[config.mk]
export PLATFORM = sky130hd
export DESIGN_NAME = rst_supervisor
export DESIGN_NICKNAME = d
export VERILOG_FILES = /design/src/rtl/rst_sup_pkg.sv /design/src/rtl/rst_pin_sync.sv /design/src/rtl/rst_stretch.sv /design/src/rtl/rst_flag_reg.sv /design/src/rtl/rst_bus_gate.sv /design/src/rtl/rst_supervisor.sv
export SDC_FILE = /design/constraint.sdc
export NUM_CORES = 1
export LEC_CHECK = 0
export BUFFER_PORTS_ARGS = -buffer_cell sky130_fd_sc_hd__buf_2
export CAP_MARGIN = 15
export CORE_MARGIN = 4
export CORE_UTILIZATION = 49
export DETAILED_ROUTE_END_ITERATION = 7
export HOLD_SLACK_MARGIN = 0.1
export PLACE_DENSITY = 0.79
export SYNTH_ARGS = -nofsm -noshare
export SYNTH_HDL_FRONTEND = slang
export SYNTH_SLANG_ARGS = --single-unit
[constraint.sdc]
create_clock -name clk -period 4.25 [get_ports clk]
set_input_delay 0.425 -clock clk [delete_from_list [all_inputs] [get_ports clk]]
set_output_delay 0.425 -clock clk [all_outputs]
set_load 0.03 [all_outputs]
[src/rtl/rst_sup_pkg.sv]
package rst_sup_pkg;
   localparam int REG_W   = 8;
   localparam int FLG_SUP = 6;   // supply or manual cause
   localparam int FLG_WDT = 7;   // watchdog cause

   typedef struct packed {
      logic wdt;
      logic sup;
   } cause_t;
endpackage

[src/rtl/rst_pin_sync.sv]
module rst_pin_sync #(
   parameter int STAGES = 2
) (
   input  logic clk,
   input  logic rst_n,
   input  logic hold_hi,
   input  logic pin_i,
   output logic pin_o
);
   generate
      if (STAGES < 2) begin : g_bad
         $error("rst_pin_sync: STAGES must be at least 2");
      end
   endgenerate

   logic [STAGES-1:0] sr;

   // While the block drives the pin, every stage is held high so that the
   // block's own low level never reaches the press detector.
   generate
      for (genvar i = 0; i < STAGES; i++) begin : g_stage
         always_ff @(posedge clk or negedge rst_n) begin
            if (!rst_n)       sr[i] <= 1'b1;
            else if (hold_hi) sr[i] <= 1'b1;
            else if (i == 0)  sr[i] <= pin_i;
            else              sr[i] <= sr[(i == 0) ? 0 : i-1];
         end
      end
   endgenerate

   assign pin_o = sr[STAGES-1];
endmodule

[src/rtl/rst_stretch.sv]
module rst_stretch #(
   parameter int TICKS = 100
) (
   input  logic clk,
   input  logic rst_n,
   input  logic tick_i,
   input  logic trig_i,
   output logic active_o,
   output logic release_o
);
   localparam int CW = $clog2(TICKS + 1);
   localparam logic [CW-1:0] LOAD = CW'(TICKS);

   generate
      if (TICKS < 2) begin : g_bad
         $error("rst_stretch: TICKS must be at least 2");
      end
   endgenerate

   logic [CW-1:0] cnt;
   logic          prev_q;

   always_ff @(posedge clk or negedge rst_n) begin
      if (!rst_n)                     cnt <= '0;
      else if (trig_i)                cnt <= LOAD;
      else if (tick_i && cnt != '0)   cnt <= cnt - 1'b1;
   end

   always_ff @(posedge clk or negedge rst_n) begin
      if (!rst_n) prev_q <= 1'b0;
      else        prev_q <= active_o;
   end

   assign active_o  = (cnt != '0);
   assign release_o = prev_q & ~active_o;

   // release only happens on a tick with no cause present
   a_r3_release_on_tick: assert property (@(posedge clk) disable iff (!rst_n)
      $fell(active_o) |-> ($past(tick_i) && !$past(trig_i)));
   // release pulse is one cycle wide
   a_r9_release_single: assert property (@(posedge clk) disable iff (!rst_n)
      release_o |=> !release_o);
endmodule

[src/rtl/rst_flag_reg.sv]
module rst_flag_reg
   import rst_sup_pkg::*;
(
   input  logic             clk,
   input  logic             rst_n,
   input  cause_t           set_i,
   input  logic             we_i,
   input  logic [REG_W-1:0] wdata_i,
   output logic [REG_W-1:0] rdata_o
);
   cause_t flg;

   always_ff @(posedge clk or negedge rst_n) begin
      if (!rst_n) begin
         flg <= '0;
      end else begin
         flg.sup <= set_i.sup | (flg.sup & ~(we_i & ~wdata_i[FLG_SUP]));
         flg.wdt <= set_i.wdt | (flg.wdt & ~(we_i & ~wdata_i[FLG_WDT]));
      end
   end

   always_comb begin
      rdata_o          = '0;
      rdata_o[FLG_SUP] = flg.sup;
      rdata_o[FLG_WDT] = flg.wdt;
   end

   // a watchdog cause is recorded
   a_r6_wdt_sets: assert property (@(posedge clk) disable iff (!rst_n)
      set_i.wdt |=> rdata_o[FLG_WDT]);
   // a flag stays set unless software clears it
   a_r7_sticky: assert property (@(posedge clk) disable iff (!rst_n)
      (rdata_o[FLG_SUP] && !(we_i && !wdata_i[FLG_SUP])) |=> rdata_o[FLG_SUP]);
endmodule

[src/rtl/rst_bus_gate.sv]
module rst_bus_gate (
   input  logic clk,
   input  logic rst_n,
   input  logic active_i,
   input  logic start_i,
   input  logic done_i,
   output logic lock_o
);
   logic busy_q;

   assign lock_o = active_i & ~busy_q;

   always_ff @(posedge clk or negedge rst_n) begin
      if (!rst_n)                 busy_q <= 1'b0;
      else if (done_i)            busy_q <= 1'b0;
      else if (start_i && !lock_o) busy_q <= 1'b1;
   end

   // a start presented while locked is not taken
   a_r8_locked_start_dropped: assert property (@(posedge clk) disable iff (!rst_n)
      (start_i && lock_o) |=> !busy_q);
endmodule

[src/rtl/rst_supervisor.sv]
module rst_supervisor
   import rst_sup_pkg::*;
#(
   parameter int STRETCH_TICKS = 100,
   parameter int SYNC_STAGES   = 2
) (
   input  logic             clk,
   input  logic             rst_n,
   input  logic             tick_i,
   input  logic             lowv_i,
   input  logic             rst_pin_i,
   input  logic             wdt_timeout_i,
   input  logic             reg_we,
   input  logic [REG_W-1:0] reg_wdata,
   output logic [REG_W-1:0] reg_rdata,
   input  logic             bus_start_i,
   input  logic             bus_done_i,
   output logic             bus_lock_o,
   output logic             rst_n_o,
   output logic             rst_release_o
);
   logic   active;
   logic   pin_s;
   logic   press;
   logic   trig;
   cause_t cause;

   rst_pin_sync #(.STAGES(SYNC_STAGES)) u_sync (
      .clk(clk), .rst_n(rst_n), .hold_hi(active),
      .pin_i(rst_pin_i), .pin_o(pin_s));

   assign press     = ~pin_s & ~active;
   assign cause.sup = lowv_i | press;
   assign cause.wdt = wdt_timeout_i;
   assign trig      = cause.sup | cause.wdt;

   rst_stretch #(.TICKS(STRETCH_TICKS)) u_stretch (
      .clk(clk), .rst_n(rst_n), .tick_i(tick_i), .trig_i(trig),
      .active_o(active), .release_o(rst_release_o));

   rst_flag_reg u_flags (
      .clk(clk), .rst_n(rst_n), .set_i(cause), .we_i(reg_we),
      .wdata_i(reg_wdata), .rdata_o(reg_rdata));

   rst_bus_gate u_bus (
      .clk(clk), .rst_n(rst_n), .active_i(active), .start_i(bus_start_i),
      .done_i(bus_done_i), .lock_o(bus_lock_o));

   assign rst_n_o = ~active;

   // low supply keeps reset asserted
   a_r2_lowv_holds: assert property (@(posedge clk) disable iff (!rst_n)
      lowv_i |=> !rst_n_o);
   // watchdog timeout asserts reset
   a_r5_wdt_asserts: assert property (@(posedge clk) disable iff (!rst_n)
      wdt_timeout_i |=> !rst_n_o);
   // release pulse coincides with reset rising
   a_r9_release_with_rise: assert property (@(posedge clk) disable iff (!rst_n)
      rst_release_o |-> (rst_n_o && $past(!rst_n_o)));
endmodule

# After elaboration in Yosys (flattened, before gate mapping)
# Cells that the tools add are included.
# classes
n_addsub	1
n_mux	6
n_bitwise	18
reduce_logical	6
# op_table
operator	count
$mux 7	2
$and 1x1->1	7
$not 1->1	7
$reduce_bool 7->1	1
$sub 7x1->7 const B	1
$mux 1	4
$or 1x1->1	4
$reduce_bool 2->1	2
$logic_and 1x1->1	2
$logic_not 1->1	1
# word_totals
register_bits	13
inputBits	17
out_inout_bits	11
elab_cells	38

# Depth between registers and ports, before layout
# logic_depth
depth_word	6
mapped_depth	6
mapped_depth_nobuf	6

# Cells and area by module
# From an unflattened synthesis, not the netlist that was laid out.
# unflattened
cells_unflattened	64
area_unflattened_um2	675.6
# by_module_without_submodules
mod	n_inst	cells_each	area_each_um2	seq_area_each_um2
rst_stretch	1	39	402.9	200.2
rst_flag_reg	1	13	126.4	50.0
rst_pin_sync	1	4	65.1	52.6
rst_bus_gate	1	5	52.6	25.0
rst_supervisor	1	3	28.8	0.0

# Worst setup path before layout
# Ideal clock, no wire load.
# synth_timing
path_type	reg2out
from	reg u_stretch.cnt[0]
to	out bus_lock_o
arrival_time_ns	1.646
required_time_ns	3.825
slack_ns	2.179
path_stages_with_launch	7
n_path_buf	0
cell_sequence	dfrtp_1 -> inv_1 -> ha_1 -> nor3b_1 -> nand2_1 -> inv_1 -> nor2_1
# synth_between
elab_chain_len	2
# synth_rtl
item	line_no	text
start: declaration	rst_stretch.sv:20	logic [CW-1:0] cnt;
start signal: assignment	rst_stretch.sv:26	else if (tick_i && cnt != '0) cnt <= cnt - 1'b1;
$reduce_bool 7->1	rst_stretch.sv:34	assign active_o = (cnt != '0);
net active	rst_supervisor.sv:22	logic active;
$and 1x1->1	rst_bus_gate.sv:11	assign lock_o = active_i & ~busy_q;
end: declaration	rst_supervisor.sv:18	output logic bus_lock_o,
# The timed path passes the listed nets, and every way through them passes these cells.

# Worst setup path in the final report
# Same ends and word-level chain as after synthesis.

==> results.json <==
{
  "p_leak_uw": 0.000354,
  "cts_tree": "built",
  "clk_latency_ps": 280,
  "syn_inst": 69,
  "cp_cell_sequence": "inv_1, ha_1, nor3b_1, nand2_1, inv_1, nor2_1, buf_2",
  "die_w_microns": 45.9,
  "post_cts_buffers": 0,
  "synth_top_area_cell": "dfrtp_1",
  "numCtsBuffers": 3,
  "max_slew_margin": 0.596,
  "cp_max_fo": 6,
  "synth_sequential_area_ratio": 0.467,
  "grt_usage": 0.156,
  "wl_per_cell_microns": 13.5,
  "synth-seq-cells": 13,
  "cts.htree.levels": 1,
  "fin_tns_setup_ps": 0,
  "drtPass1Iterations": 4,
  "arrival_ps": 2030,
  "slew_viol_final": 0,
  "synth_top_area_frac": 0.392,
  "die_area_sq_mm": 0.00210,
  "synthTopCellsByArea": "dfrtp_1 39%, dfstp_2 7.5%, buf_4 6.4%, ha_1 3.6%, nand2b_1 3.6%",
  "yosys_warnings": 0,
  "clock_path_buffers": 2,
  "place_ws_ps": 2080,
  "top_layer_used": "met4",
  "gp_congestion": 0.766,
  "period_needed_ps": 2460,
  "grt_setup_unrepaired": "no",
  "grt_pass1_vias": 545,
  "dp_hpwl_mm": 1.07,
  "worst_setup_path_start_kind": "flip-flop",
  "drt_wl_total_mm": 1.39,
  "holdWs_ps": 299,
  "root_buffer": "clkbuf_4",
  "setup_viol": 0,
  "crit_top_cell": "inv_1",
  "clk_pin_slew_ps": 70,
  "post_drt_via_cell_ratio": 5.56,
  "hold_viol_final": 0,
  "rows": 13,
  "layout-drive-gt1-share": 0.273,
  "worst_slack_ps": 1790,
  "n_antenna_cell": 0,
  "fin_worst_skew_ps": 6.35,
  "coreArea_sq_mm": 0.00132,
  "via_count": 573,
  "max_cap_violations": 0,
  "antenna_found_initial": 0,
  "ios": 28,
  "portBuffers": 15,
  "dr_wl_met2_microns": 666,
  "initial_core_util": 0.533,
  "fmax_mhz": 407,
  "synth_area_sq_um": 702,
  "areaGrowthSynthToFinish_pct": 14.8,
  "critPathRequiredTime_ps": 3830,
  "nFillCells": 108,
  "worstSetupEndpointType": "output port",
  "hp-class": "in -> reg",
  "wl_met3_microns": 87,
  "worstMarginPinSlew_ps": 604,
  "die_h_microns": 45.9,
  "cts_num_sinks": 13,
  "max_stage_delay_ps": 530,
  "ant_nets": 0,
  "path_class": "reg -> out",
  "powerDensity_mw_per_mm2": 298,
  "grt_pass1_wl_mm": 2.24,
  "overflow": 0,
  "avgSynthCellArea_sq_um": 10.2,
  "cp_slowest_cell": "nor3b_1",
  "peakVddDrop_uv": 199,
  "met1_length_microns": 585,
  "drc": 0,
  "final_nets": 108,
  "ys_types": 30,
  "status": "finished clean",
  "finalCritPeriodShare": 0.579,
  "grt_max_degree": 14,
  "first_iter_violations": 13
}
==> cells by family (layout without fill, tap and decap cells) <==
logic type                 Yosys count  count (layout)  share of synthesized area
AOI/OAI and AO/OA                   14              14                      0.144
adders and majority gates            2               2                     0.0356
buffers and inverters                9              23                     0.0802
DFF                                 13              13                      0.467
muxes                                2               2                     0.0285
other                                1               6                    0.00534
and+or+nand+nor                     28              28                      0.239
==> cells in the mapped netlist <==
| library cell | n |
|---|---|
| a2111o_1 | 1 |
| a211o_2 | 1 |
| a21boi_0 | 3 |
| a21o_1 | 1 |
| a21oi_1 | 1 |
| a31oi_1 | 1 |
| and3_1 | 1 |
| buf_4 | 6 |
| conb_1 | 1 |
| dfrtp_1 | 11 |
| dfstp_2 | 2 |
| ha_1 | 2 |
| inv_1 | 3 |
| mux2i_1 | 2 |
| nand2_1 | 6 |
| nand2b_1 | 4 |
| nand3b_1 | 1 |
| nand4_1 | 2 |
| nor2_1 | 3 |
| nor2b_1 | 1 |
| nor3_1 | 1 |
| nor3b_1 | 1 |
| o2111ai_1 | 1 |
| o211ai_1 | 2 |
| o21ai_0 | 3 |
| or2_2 | 2 |
| or3_1 | 2 |
| or4_1 | 2 |
| or4b_1 | 1 |
| or4b_4 | 1 |
==> through the flow <==
| step | cell area [sq um] | utilization | cells | total power [uW] |
|---|---|---|---|---|
| CTS | 806 | 0.612 | 103 | 241 |
| floorplan | 721 | - | 74 | 156 |
| global placement | 769 | 0.584 | 98 | 163 |
| global route | 806 | 0.612 | 103 | 250 |
| detailed placement | 769 | 0.584 | 98 | 164 |
| finish | 806 | 0.612 | 103 | 240 |
==> final timing paths <==
path                            cells past startpoint               start  slack, ps                 end
worst max-delay path                                7    u_stretch.cnt[0]       1790          bus_lock_o
worst min-delay path                                2          bus_done_i        300        u_bus.busy_q
worst max register to register                      5    u_stretch.cnt[0]       2390    u_stretch.cnt[0]
worst min register to register                      1  u_flags.rdata_o[7]        480  u_flags.rdata_o[7]
max in group asynchronous                           2               rst_n       3410        u_sync.pin_o
min in group asynchronous                           2               rst_n        550    u_stretch.cnt[3]
==> state kept, by name (all words and copies together) (netlist names) <==
register          flops
u_sync.pin_o          1
u_bus.busy_q          1
u_stretch.cnt         7
u_sync.sr             1
u_stretch.prev_q      1
u_flags.rdata_o       2
==> critical path, delay by kind of cell (launching register included) <==
family / cells / cell delay (ps)
fa+ha+maj: 1 / 190
buf+inv: 3 / 440
flops: 1 / 400
simple gates: 3 / 730
==> final cells by class <==
cell class	instances	area, sq um	area share
Sequential cell	13	328	0.407
Clock buffer	4	26.3	0.0326
Inverter	3	11.3	0.0140
Multi-Input combinational cell	52	337	0.418
Tap cell	15	18.8	0.0233
Timing Repair Buffer	16	85.1	0.106
==> report_power, final <==
part,switching (uW),internal [uW]
logic,21.3,11.8
registers,2.39,127
clock network,41.0,36.5
==> cells in the final DEF, fill, tap and decap left out, types with 2 or more instances in the layout <==
cell type,Yosys,final
a21boi_0,3,3
buf_2,0,15
clkbuf_4,0,3
conb_1,1,6
dfrtp_1,11,11
dfstp_2,2,2
ha_1,2,2
inv_1,3,3
mux2i_1,2,2
nand2_1,6,6
nand2b_1,4,4
nand4_1,2,2
nor2_1,3,3
o211ai_1,2,2
o21ai_0,3,3
or2_2,2,2
or3_1,2,2
or4_1,2,2
==> per-layer routing <==
layer  track usage  vias up
li1              -      277
met2         0.261       22
met4         0.102        0
met3        0.0356        7
met1         0.174      267
met5             0        -
==> what timing repair did <==
item / in CTS / in global routing
endpoints found under the hold margin: 11 / 0
gates resized for setup: 0 / 0
hold buffers: 1 / 0
Power figures use the tool's default switching activity.
